$ cat src/rtl/dcr_pkg.sv
package dcr_pkg;
  localparam int unsigned WORD_W    = 32;
  localparam int unsigned CNT_W     = 8;
  localparam int unsigned TMR_W     = 8;
  localparam int unsigned NFLAGS    = 3;
  localparam int unsigned RUN_BIT   = 0;
  localparam int unsigned TAIL_BIT  = 1;
  localparam int unsigned SRST_BIT  = 2;
  localparam int unsigned FLAG_LSB  = 12;
  localparam int unsigned THR_LSB   = 16;
  localparam int unsigned DLY_LSB   = 24;
  localparam int unsigned CTRL_WORD = 0;
  localparam int unsigned STAT_WORD = 1;
  localparam int unsigned FLG_CMPL  = 0;
  localparam int unsigned FLG_DLY   = 1;
  localparam int unsigned FLG_ERR   = 2;

  typedef struct packed {
    logic [TMR_W-1:0]  dly;
    logic [CNT_W-1:0]  thr;
    logic [NFLAGS-1:0] en;
    logic              run;
  } ctrl_t;

  localparam ctrl_t CTRL_RST = '{dly: '0, thr: CNT_W'(1), en: '0, run: 1'b0};
endpackage

$ cat src/rtl/dcr_ctrl_reg.sv
module dcr_ctrl_reg
  import dcr_pkg::*;
(
  input  logic  clk,
  input  logic  rst_n,
  input  logic  wr_ctrl,
  input  logic  rd_ctrl,
  input  logic  wr_srst,
  input  ctrl_t wr_fields,
  output ctrl_t ctrl_q,
  output logic  srst_pend_q,
  output logic  eff_srst,
  output logic  run_start
);
  // A pending reset is kept across writes, so each write re-applies it
  assign eff_srst  = wr_ctrl & (wr_srst | srst_pend_q);
  assign run_start = wr_ctrl & wr_fields.run & ~eff_srst;

  always_ff @(posedge clk or negedge rst_n) begin
    if (!rst_n) begin
      ctrl_q      <= CTRL_RST;
      srst_pend_q <= 1'b0;
    end else if (eff_srst) begin
      ctrl_q      <= CTRL_RST;
      srst_pend_q <= 1'b1;
    end else begin
      if (wr_ctrl) ctrl_q <= wr_fields;
      if (rd_ctrl) srst_pend_q <= 1'b0;
    end
  end
endmodule

$ cat src/rtl/dcr_coalesce.sv
module dcr_coalesce #(
  parameter int unsigned PRESC_DIV = 4,
  parameter int unsigned CNT_W     = 8,
  parameter int unsigned TMR_W     = 8
) (
  input  logic             clk,
  input  logic             rst_n,
  input  logic             clear,
  input  logic             reload,
  input  logic [CNT_W-1:0] thr_new,
  input  logic [CNT_W-1:0] thr_live,
  input  logic [TMR_W-1:0] dly_live,
  input  logic             pkt_done,
  output logic [CNT_W-1:0] cnt_q,
  output logic [TMR_W-1:0] tmr_q,
  output logic             ioc_set,
  output logic             dly_set
);
  localparam int unsigned PW = (PRESC_DIV > 1) ? $clog2(PRESC_DIV) : 1;
  localparam logic [PW-1:0] PRESC_LAST = PW'(PRESC_DIV - 1);

  logic [PW-1:0]    presc_q;
  logic [CNT_W-1:0] cnt_dec;
  logic             tick;
  logic             restart;

  assign cnt_dec = cnt_q - CNT_W'(1);
  assign tick    = (tmr_q != '0) && (presc_q == PRESC_LAST);
  assign restart = pkt_done && (dly_live != '0);
  assign ioc_set = pkt_done && !clear && !reload && (cnt_dec == '0);
  assign dly_set = tick && (tmr_q == TMR_W'(1)) && !restart && !clear;

  // completion counter
  always_ff @(posedge clk or negedge rst_n) begin
    if (!rst_n)        cnt_q <= CNT_W'(1);
    else if (clear)    cnt_q <= CNT_W'(1);
    else if (reload)   cnt_q <= thr_new;
    else if (dly_set)  cnt_q <= thr_live;
    else if (pkt_done) cnt_q <= (cnt_dec == '0) ? thr_live : cnt_dec;
  end

  // delay timer with prescaler
  always_ff @(posedge clk or negedge rst_n) begin
    if (!rst_n) begin
      tmr_q   <= '0;
      presc_q <= '0;
    end else if (clear) begin
      tmr_q   <= '0;
      presc_q <= '0;
    end else if (restart) begin
      tmr_q   <= dly_live;
      presc_q <= '0;
    end else if (tick) begin
      tmr_q   <= tmr_q - TMR_W'(1);
      presc_q <= '0;
    end else if (tmr_q != '0) begin
      presc_q <= presc_q + PW'(1);
    end
  end
endmodule

$ cat src/rtl/dcr_status.sv
module dcr_status #(
  parameter int unsigned NFLAGS = 3
) (
  input  logic              clk,
  input  logic              rst_n,
  input  logic              clear,
  input  logic              run_start,
  input  logic              halt_set,
  input  logic              idle_set,
  input  logic [NFLAGS-1:0] flag_set,
  input  logic [NFLAGS-1:0] flag_w1c,
  input  logic [NFLAGS-1:0] flag_en,
  output logic              halted_q,
  output logic              idle_q,
  output logic [NFLAGS-1:0] flags_q,
  output logic              irq
);
  for (genvar i = 0; i < NFLAGS; i++) begin : g_flag
    always_ff @(posedge clk or negedge rst_n) begin
      if (!rst_n)           flags_q[i] <= 1'b0;
      else if (clear)       flags_q[i] <= 1'b0;
      else if (flag_set[i]) flags_q[i] <= 1'b1;
      else if (flag_w1c[i]) flags_q[i] <= 1'b0;
    end
  end

  always_ff @(posedge clk or negedge rst_n) begin
    if (!rst_n) begin
      halted_q <= 1'b1;
      idle_q   <= 1'b0;
    end else if (clear) begin
      halted_q <= 1'b1;
      idle_q   <= 1'b0;
    end else begin
      if (halt_set)       halted_q <= 1'b1;
      else if (run_start) halted_q <= 1'b0;
      if (idle_set)       idle_q <= 1'b1;
      else if (run_start) idle_q <= 1'b0;
    end
  end

  assign irq = |(flags_q & flag_en);
endmodule

$ cat src/rtl/dma_coalesce_csr.sv
module dma_coalesce_csr
  import dcr_pkg::*;
#(
  parameter int unsigned ADDR_W    = 4,
  parameter int unsigned PRESC_DIV = 4
) (
  input  logic              clk,
  input  logic              rst_n,
  input  logic              csr_wr_en,
  input  logic              csr_rd_en,
  input  logic [ADDR_W-1:0] csr_addr,
  input  logic [WORD_W-1:0] csr_wdata,
  output logic [WORD_W-1:0] csr_rdata,
  output logic              csr_rvalid,
  input  logic              pkt_done,
  input  logic              eng_halt_set,
  input  logic              eng_idle_set,
  input  logic              eng_err_set,
  output logic              run_o,
  output logic              halted_o,
  output logic              idle_o,
  output logic              irq_o
);
  localparam logic [ADDR_W-1:0] A_CTRL = ADDR_W'(CTRL_WORD);
  localparam logic [ADDR_W-1:0] A_STAT = ADDR_W'(STAT_WORD);

  logic              wr_ctrl, wr_stat, rd_ctrl;
  ctrl_t             wr_fields, ctrl_q;
  logic              srst_pend_q, eff_srst, run_start;
  logic [CNT_W-1:0]  cnt_q;
  logic [TMR_W-1:0]  tmr_q;
  logic              ioc_set, dly_set;
  logic [NFLAGS-1:0] flags_q, flag_set, flag_w1c;
  logic              halted_q, idle_q, irq;
  logic [WORD_W-1:0] ctrl_word, stat_word, rd_mux;
  logic              unused_wdata;

  assign wr_ctrl = csr_wr_en && (csr_addr == A_CTRL);
  assign wr_stat = csr_wr_en && (csr_addr == A_STAT);
  assign rd_ctrl = csr_rd_en && (csr_addr == A_CTRL);

  assign wr_fields.dly = csr_wdata[DLY_LSB +: TMR_W];
  assign wr_fields.thr = csr_wdata[THR_LSB +: CNT_W];
  assign wr_fields.en  = csr_wdata[FLAG_LSB +: NFLAGS];
  assign wr_fields.run = csr_wdata[RUN_BIT];
  assign unused_wdata  = ^{csr_wdata[15], csr_wdata[11:3], csr_wdata[TAIL_BIT]};

  dcr_ctrl_reg u_ctrl (
    .clk         (clk),
    .rst_n       (rst_n),
    .wr_ctrl     (wr_ctrl),
    .rd_ctrl     (rd_ctrl),
    .wr_srst     (csr_wdata[SRST_BIT]),
    .wr_fields   (wr_fields),
    .ctrl_q      (ctrl_q),
    .srst_pend_q (srst_pend_q),
    .eff_srst    (eff_srst),
    .run_start   (run_start)
  );

  dcr_coalesce #(
    .PRESC_DIV (PRESC_DIV),
    .CNT_W     (CNT_W),
    .TMR_W     (TMR_W)
  ) u_coal (
    .clk      (clk),
    .rst_n    (rst_n),
    .clear    (eff_srst),
    .reload   (wr_ctrl),
    .thr_new  (wr_fields.thr),
    .thr_live (ctrl_q.thr),
    .dly_live (ctrl_q.dly),
    .pkt_done (pkt_done),
    .cnt_q    (cnt_q),
    .tmr_q    (tmr_q),
    .ioc_set  (ioc_set),
    .dly_set  (dly_set)
  );

  always_comb begin
    flag_set           = '0;
    flag_set[FLG_CMPL] = ioc_set;
    flag_set[FLG_DLY]  = dly_set;
    flag_set[FLG_ERR]  = eng_err_set;
  end
  assign flag_w1c = wr_stat ? csr_wdata[FLAG_LSB +: NFLAGS] : '0;

  dcr_status #(.NFLAGS(NFLAGS)) u_stat (
    .clk       (clk),
    .rst_n     (rst_n),
    .clear     (eff_srst),
    .run_start (run_start),
    .halt_set  (eng_halt_set),
    .idle_set  (eng_idle_set),
    .flag_set  (flag_set),
    .flag_w1c  (flag_w1c),
    .flag_en   (ctrl_q.en),
    .halted_q  (halted_q),
    .idle_q    (idle_q),
    .flags_q   (flags_q),
    .irq       (irq)
  );

  assign ctrl_word = {ctrl_q.dly, ctrl_q.thr, 1'b0, ctrl_q.en, 9'b0,
                      srst_pend_q, 1'b1, ctrl_q.run};
  assign stat_word = {tmr_q, cnt_q, 1'b0, flags_q, 10'b0, idle_q, halted_q};

  always_comb begin
    if (csr_addr == A_CTRL)      rd_mux = ctrl_word;
    else if (csr_addr == A_STAT) rd_mux = stat_word;
    else                         rd_mux = '0;
  end

  always_ff @(posedge clk or negedge rst_n) begin
    if (!rst_n) begin
      csr_rdata  <= '0;
      csr_rvalid <= 1'b0;
    end else begin
      csr_rvalid <= csr_rd_en;
      if (csr_rd_en) csr_rdata <= rd_mux;
    end
  end

  assign run_o    = ctrl_q.run;
  assign halted_o = halted_q;
  assign idle_o   = idle_q;
  assign irq_o    = irq;
endmodule

$ cat config.mk
export PLATFORM = sky130hd
export DESIGN_NAME = dma_coalesce_csr
export DESIGN_NICKNAME = d
export VERILOG_FILES = /design/src/rtl/dcr_pkg.sv /design/src/rtl/dcr_ctrl_reg.sv /design/src/rtl/dcr_coalesce.sv /design/src/rtl/dcr_status.sv /design/src/rtl/dma_coalesce_csr.sv
export SDC_FILE = /design/constraint.sdc
export NUM_CORES = 1
export LEC_CHECK = 0
export BUFFER_PORTS_ARGS = -buffer_cell sky130_fd_sc_hd__buf_2
export CORE_MARGIN = 5
export CORE_UTILIZATION = 29
export CTS_BUF_LIST = sky130_fd_sc_hd__clkbuf_4 sky130_fd_sc_hd__clkbuf_8 sky130_fd_sc_hd__clkbuf_16
export CTS_CLUSTER_SIZE = 28
export DETAILED_ROUTE_END_ITERATION = 7
export SKIP_CTS_REPAIR_TIMING = 1
export SYNTH_ARGS = -nofsm -noshare
export SYNTH_HDL_FRONTEND = slang
export SYNTH_SLANG_ARGS = --single-unit
$ cat constraint.sdc
create_clock -name clk -period 3.1 [get_ports clk]
set_input_delay 0.155 -clock clk [delete_from_list [all_inputs] [get_ports clk]]
set_output_delay 0.155 -clock clk [all_outputs]
set_load 0.01 [all_outputs]
---- Word level (Yosys, flattened, before mapping) ----
Index checks and enable logic that the tools add are counted.
word-level totals
  input port bits ......................... 44
  bits in registers ....................... 77
operators by class
  add/sub/neg operators ................... 3
  mux-type cells .......................... 33
  equality and inequality tests ........... 3
  bitwise operators ....................... 6
  reductions and logical operators ........ 29
operators by type and width
  operator                                           number
  two-way mux 32 bit                                 2
  two-way mux 8 bit                                  8
  two-way mux 20 bit                                 2
  nonzero test 3 bit                                 6
  two-way mux 1 bit                                  16
  nonzero test 8 bit                                 2
  subtractor 8 x 1 -> 8 bit (second input constant)  2
  logical AND 1 bit                                  11
  == test 8 x 1 -> 1 bit (second input constant)     1
  logical NOT 8 bit                                  1
  two-way mux 2 bit                                  4
  nonzero test 4 bit                                 2
  == test 4 x 1 -> 1 bit (second input constant)     1
  logical NOT 4 bit                                  1
  nonzero test 2 bit                                 2
  AND 1 bit                                          3
  AND 3 bit                                          1
  logical NOT 1 bit                                  3
  two-way mux 3 bit                                  1
  OR reduction 3 bit                                 1
  adder 2 x 1 -> 2 bit (second input constant)       1
  == test 2 bit (second input constant)              1
  NOT 1 bit                                          1
  OR 1 bit                                           1

---- Longest topological paths before layout ----
  depth after elaboration ................. 9
  depth in mapped cells ................... 8
  depth with buffers taken out ............ 8

---- Modules after synthesis ----
From an unflattened synthesis, not the netlist that was laid out.
unflattened totals
  cells, all modules ...................... 349
  area total of the unflattened synthesis .. 3781.1 sq um
by module, submodules not included
  module            cells an instance  times used  sequential area each (sq um)  area each (sq um)
  dcr_coalesce      159                1           451.7                         1466.4
  dma_coalesce_csr  94                 1           575.6                         1126.1
  dcr_ctrl_reg      74                 1           526.8                         975.9
  dcr_status        22                 1           126.4                         212.7

---- Worst setup path before layout ----
No wires, ideal clock.
  path type ............................... reg-to-reg
  start ................................... register u_coal.cnt_q[1]
  end ..................................... register u_coal.cnt_q[1]
  setup slack ............................. 0.881 ns
  data arrival time ....................... 2.094 ns
  cell stages (with the launch flop) ...... 9
  buffers on the path ..................... 0
  cell sequence ........................... dfrtp_1 inv_1 ha_1 or4b_4 nor4b_4 a211oi_2 nor3b_4 o2111a_1 nor3_2
on the way
  longest elaborated chain between the ends .. 7
RTL lines
  what                                line                source
  start: declaration                  dcr_coalesce.sv:14  output logic [CNT_W-1:0] cnt_q,
  start signal: assignment            dcr_coalesce.sv:37  else if (reload) cnt_q <= thr_new;
  start signal: assignment            dcr_coalesce.sv:38  else if (dly_set) cnt_q <= thr_live;
  start signal: assignment            dcr_coalesce.sv:39  else if (pkt_done) cnt_q <= (cnt_dec == '0) ? thr_live : cnt_dec;
  subtractor 8 x 1 -> 8 bit (*)       dcr_coalesce.sv:27  assign cnt_dec = cnt_q - CNT_W'(1);
  logical NOT 8 bit                   dcr_coalesce.sv:39
  two-way mux 8 bit (*) (2 in a row)  dcr_coalesce.sv:39
  two-way mux 8 bit (*)               dcr_coalesce.sv:38
  two-way mux 8 bit (*)               dcr_coalesce.sv:37
  two-way mux 8 bit (*)               dcr_coalesce.sv:36  else if (clear) cnt_q <= CNT_W'(1);
Mark *: on every way between the ends. The rest lies on a longest branch, timed or not. The select of a mux whose other input is x is not followed.
A chain may end at the register's enable or synchronous reset.

---- Worst setup path after layout ----
Same ends and word-level chain as after synthesis.

==> results.py <==
metrics = {
    "clock_tree": {
        "clkSinkCount": 67,
        "clock_tree.buffer_depth": 2,
        "numCtsBuffers": 9,
        "cts.clk_slew.worst_paths_ps": 60,
        "cts_tree": "done",
        "clock_latency_ps": 330,
        "cts_max_level": 3,
        "root_buffer": "clkbuf_16",
    },
    "final_layout": {
        "postLayoutCoreUtil_pct": 35.3,
        "layout_commonest_cell": "dfrtp_1",
        "mostFrequentLayoutCells": "dfrtp_1 (64), buf_2 (59), nand2_1 (57), nand3_1 (42)",
        "drive_gt1_share_pct": 26.5,
        "final_nets": 514,
        "fin_cells": 640,
        "syn2layout_area_growth_pct": 18.7,
        "fin_area_um2": 4480,
        "diodes": 0,
    },
    "sta": {
        "rsz0062_at_grt": "no",
        "min_period_over_period_pct": 81.1,
        "skew_ps": 8.13,
        "fmax_ghz": 0.398,
        "hold_violations": 3,
        "tightest_slew_ps": 862,
        "slew_violations": 0,
        "fin_crit_ps": 2510,
        "setup_viol": 0,
        "finalSetupTns_ps": 0,
        "slew_headroom_pct": 42.5,
        "holdWs_ps": -8.27,
    },
    "pwr": {
        "peakVddDrop_mv": 0.284,
        "power_leakage_nw": 2.08,
        "power.density_nw_per_um2": 696,
        "p_total_mw": 3.11,
    },
    "worst_setup_path": {
        "cp_cell_sequence": "inv_1, ha_1, or4b_4, nor4b_4, a211oi_2, nor3b_4, o2111a_1, nor3_2",
        "critical_path.startpoint_type": "flip-flop",
        "critPathMaxFanout": 8,
        "worst_ep_required_time_ps": 3310,
        "r2r-end": "u_coal.cnt_q[1]$_DFFE_PN0P_",
        "endpoint_kind": "flip-flop",
        "critPathTopFamily": "simple AND/OR/NAND/NOR gates",
        "reg2reg_slack_ps": 590,
        "r2r_cells": 8,
        "critPathBufInv": 1,
        "cp.arrival_ps": 2720,
        "r2r_start": "u_coal.cnt_q[1]$_DFFE_PN0P_",
        "critical_path.max_stage_delay_ps": 530,
        "slowest_stage": "or4b_4",
        "crit_type": "reg2reg",
    },
    "place": {
        "dp.cells": 625,
        "port_buffers": 59,
        "dp_hpwl_mm": 6.85,
        "place.gp.congestion": 0.799,
        "dpl_cell_area_um2": 4170,
    },
    "global_route": {
        "grt_usage_pct": 13.0,
        "antenna_found_initial": 0,
        "grt_pass1_vias": 3182,
        "grt_max_degree": 68,
        "grt_pass1_wl_mm": 15.6,
        "gr-total-overflow": 0,
    },
    "floorplan": {
        "start_util_pct": 29.8,
        "coreArea_um2": 12700,
        "die_area_um2": 15400,
        "io_pins": 81,
        "fp.dieW_um": 124,
        "fp-row-count": 41,
        "die_h_um": 124,
    },
    "min_path": {
        "hp-class": "in2async",
    },
    "logic_synthesis": {
        "synth_largest_area_cell": "dfrtp_1",
        "synth.top_cell.area_share_pct": 42.5,
        "synth.avg_cell_area_um2": 9.20,
        "netlist_instances": 410,
        "syn_area_um2": 3770,
        "synth-main-ff-cell": "dfrtp_1",
        "synth.distinct_cells": 66,
        "synth.area.top_cells": "dfrtp_1 (42%), mux2_2 (5.7%), nand2_1 (5.7%), nand3_1 (5.6%), o21ai_0 (4.0%)",
        "ys_seq_area_share_pct": 44.6,
        "yosysWarnings": 0,
        "synth_edf_count": 0,
        "synth-seq-cells": 67,
        "async_reset_ff_share_pct": 100,
    },
    "detailed_routing": {
        "avgRoutedWirePerCell_um": 15.1,
        "drcViolationCount": 0,
        "ant_nets": 0,
        "dr.pass1.iters": 6,
        "avgViaCountPerCell": 4.95,
        "vias": 3167,
        "drt_wl_total_mm": 9.67,
        "drtIter0Drc": 224,
    },
    "status": {
        "violations": "negative hold slack",
        "status": "finished, violations left",
    },
    "job": {
        "maxCapViolCount": 0,
    },
}
[Yosys cell counts (all sizes together) (2+ instances only)]
library cell,instances
and2b,2
a211oi,4
nor3,8
dfstp,3
nand3,42
a21oi,17
and2,2
mux2i,2
a22oi,5
clkbuf,16
inv,30
o21ai,34
dfrtp,64
a31oi,3
nand2,58
nor4,4
or3,3
or4b,2
buf,17
or4,2
a22o,6
o211ai,4
and3,2
o31ai,2
a32oi,2
mux2,19
ha,6
nor2,25
xnor2,6
[cell families after synthesis]
family / synth area share (%)
AND/OR/NAND/NOR: 21.9
AO/OA/AOI/OAI: 15.2
flip-flops: 44.6
buffers and inverters: 8.46
multiplexers: 6.20
XOR/XNOR: 1.63
adder cells (fa/ha/maj): 1.99
other: 0.0994
[power by group]
group | leakage, nW | switching (mW) | internal, mW | total (mW)
Combinational | 1.06 | 0.447 | 0.374 | 0.821
Sequential | 0.863 | 0.205 | 1.04 | 1.25
Clock | 0.153 | 0.366 | 0.679 | 1.05
Total | 2.08 | 1.02 | 2.10 | 3.11
[final cells by class]
class / instances / area, µm²
fill: 1351 / 8190
multi-input combinational: 289 / 1810
sequential: 67 / 1680
timing repair buffer: 67 / 355
clock buffer: 13 / 268
tap: 172 / 215
inverter: 30 / 113
clock inverter: 2 / 35.0
[worst max path at each step]
stage | start | to | slack, ps | cells past startpoint
detailed placement | u_coal.cnt_q[1]$_DFFE_PN0P_ | u_coal.cnt_q[1]$_DFFE_PN0P_ | 590 | 8
global placement | u_coal.cnt_q[1]$_DFFE_PN0P_ | u_coal.cnt_q[1]$_DFFE_PN0P_ | 670 | 8
global route | u_coal.cnt_q[1]$_DFFE_PN0P_ | u_coal.cnt_q[1]$_DFFE_PN0P_ | 420 | 8
CTS | u_coal.cnt_q[1]$_DFFE_PN0P_ | u_coal.cnt_q[1]$_DFFE_PN0P_ | 580 | 8
finish | u_coal.cnt_q[1]$_DFFE_PN0P_ | u_coal.cnt_q[1]$_DFFE_PN0P_ | 590 | 8
floorplan | u_coal.cnt_q[1]$_DFFE_PN0P_ | u_coal.cnt_q[1]$_DFFE_PN0P_ | 880 | 8
[worst reg2reg max path: stages, from the launching register on]
cell	delay (ps)
dfrtp_1	430
inv_1	120
ha_1	280
or4b_4	530
nor4b_4	240
a211oi_2	90
nor3b_4	400
o2111a_1	250
nor3_2	50
[sequential cells by signal, indices dropped and copies added (netlist names)]
name,count
u_coal.cnt_q,8
u_stat.halted_q,1
u_ctrl.ctrl_q,20
u_coal.tmr_q,8
u_coal.presc_q,2
csr_rdata,22
u_ctrl.srst_pend_q,1
u_stat.idle_q,1
u_stat.flags_q,3
csr_rvalid,1
[layer usage]
metal	up-vias	part of all wire (%)	track usage [%]
met5	-	0	0
met4	0	1.6	4.18
met3	15	6.1	3.27
met2	105	49	22.3
met1	1535	43	15.8
li1	1512	-	-
[stage by stage]
step           worst slack (ps)  hold WS [ps]
6_report                    587         -8.27
5_1_grt                     417          21.7
4_1_cts                     577          10.7
3_5_place_dp                591           352
2_1_floorplan               881          -141
3_3_place_gp                675           346
Power figures use the tool's default switching activity.
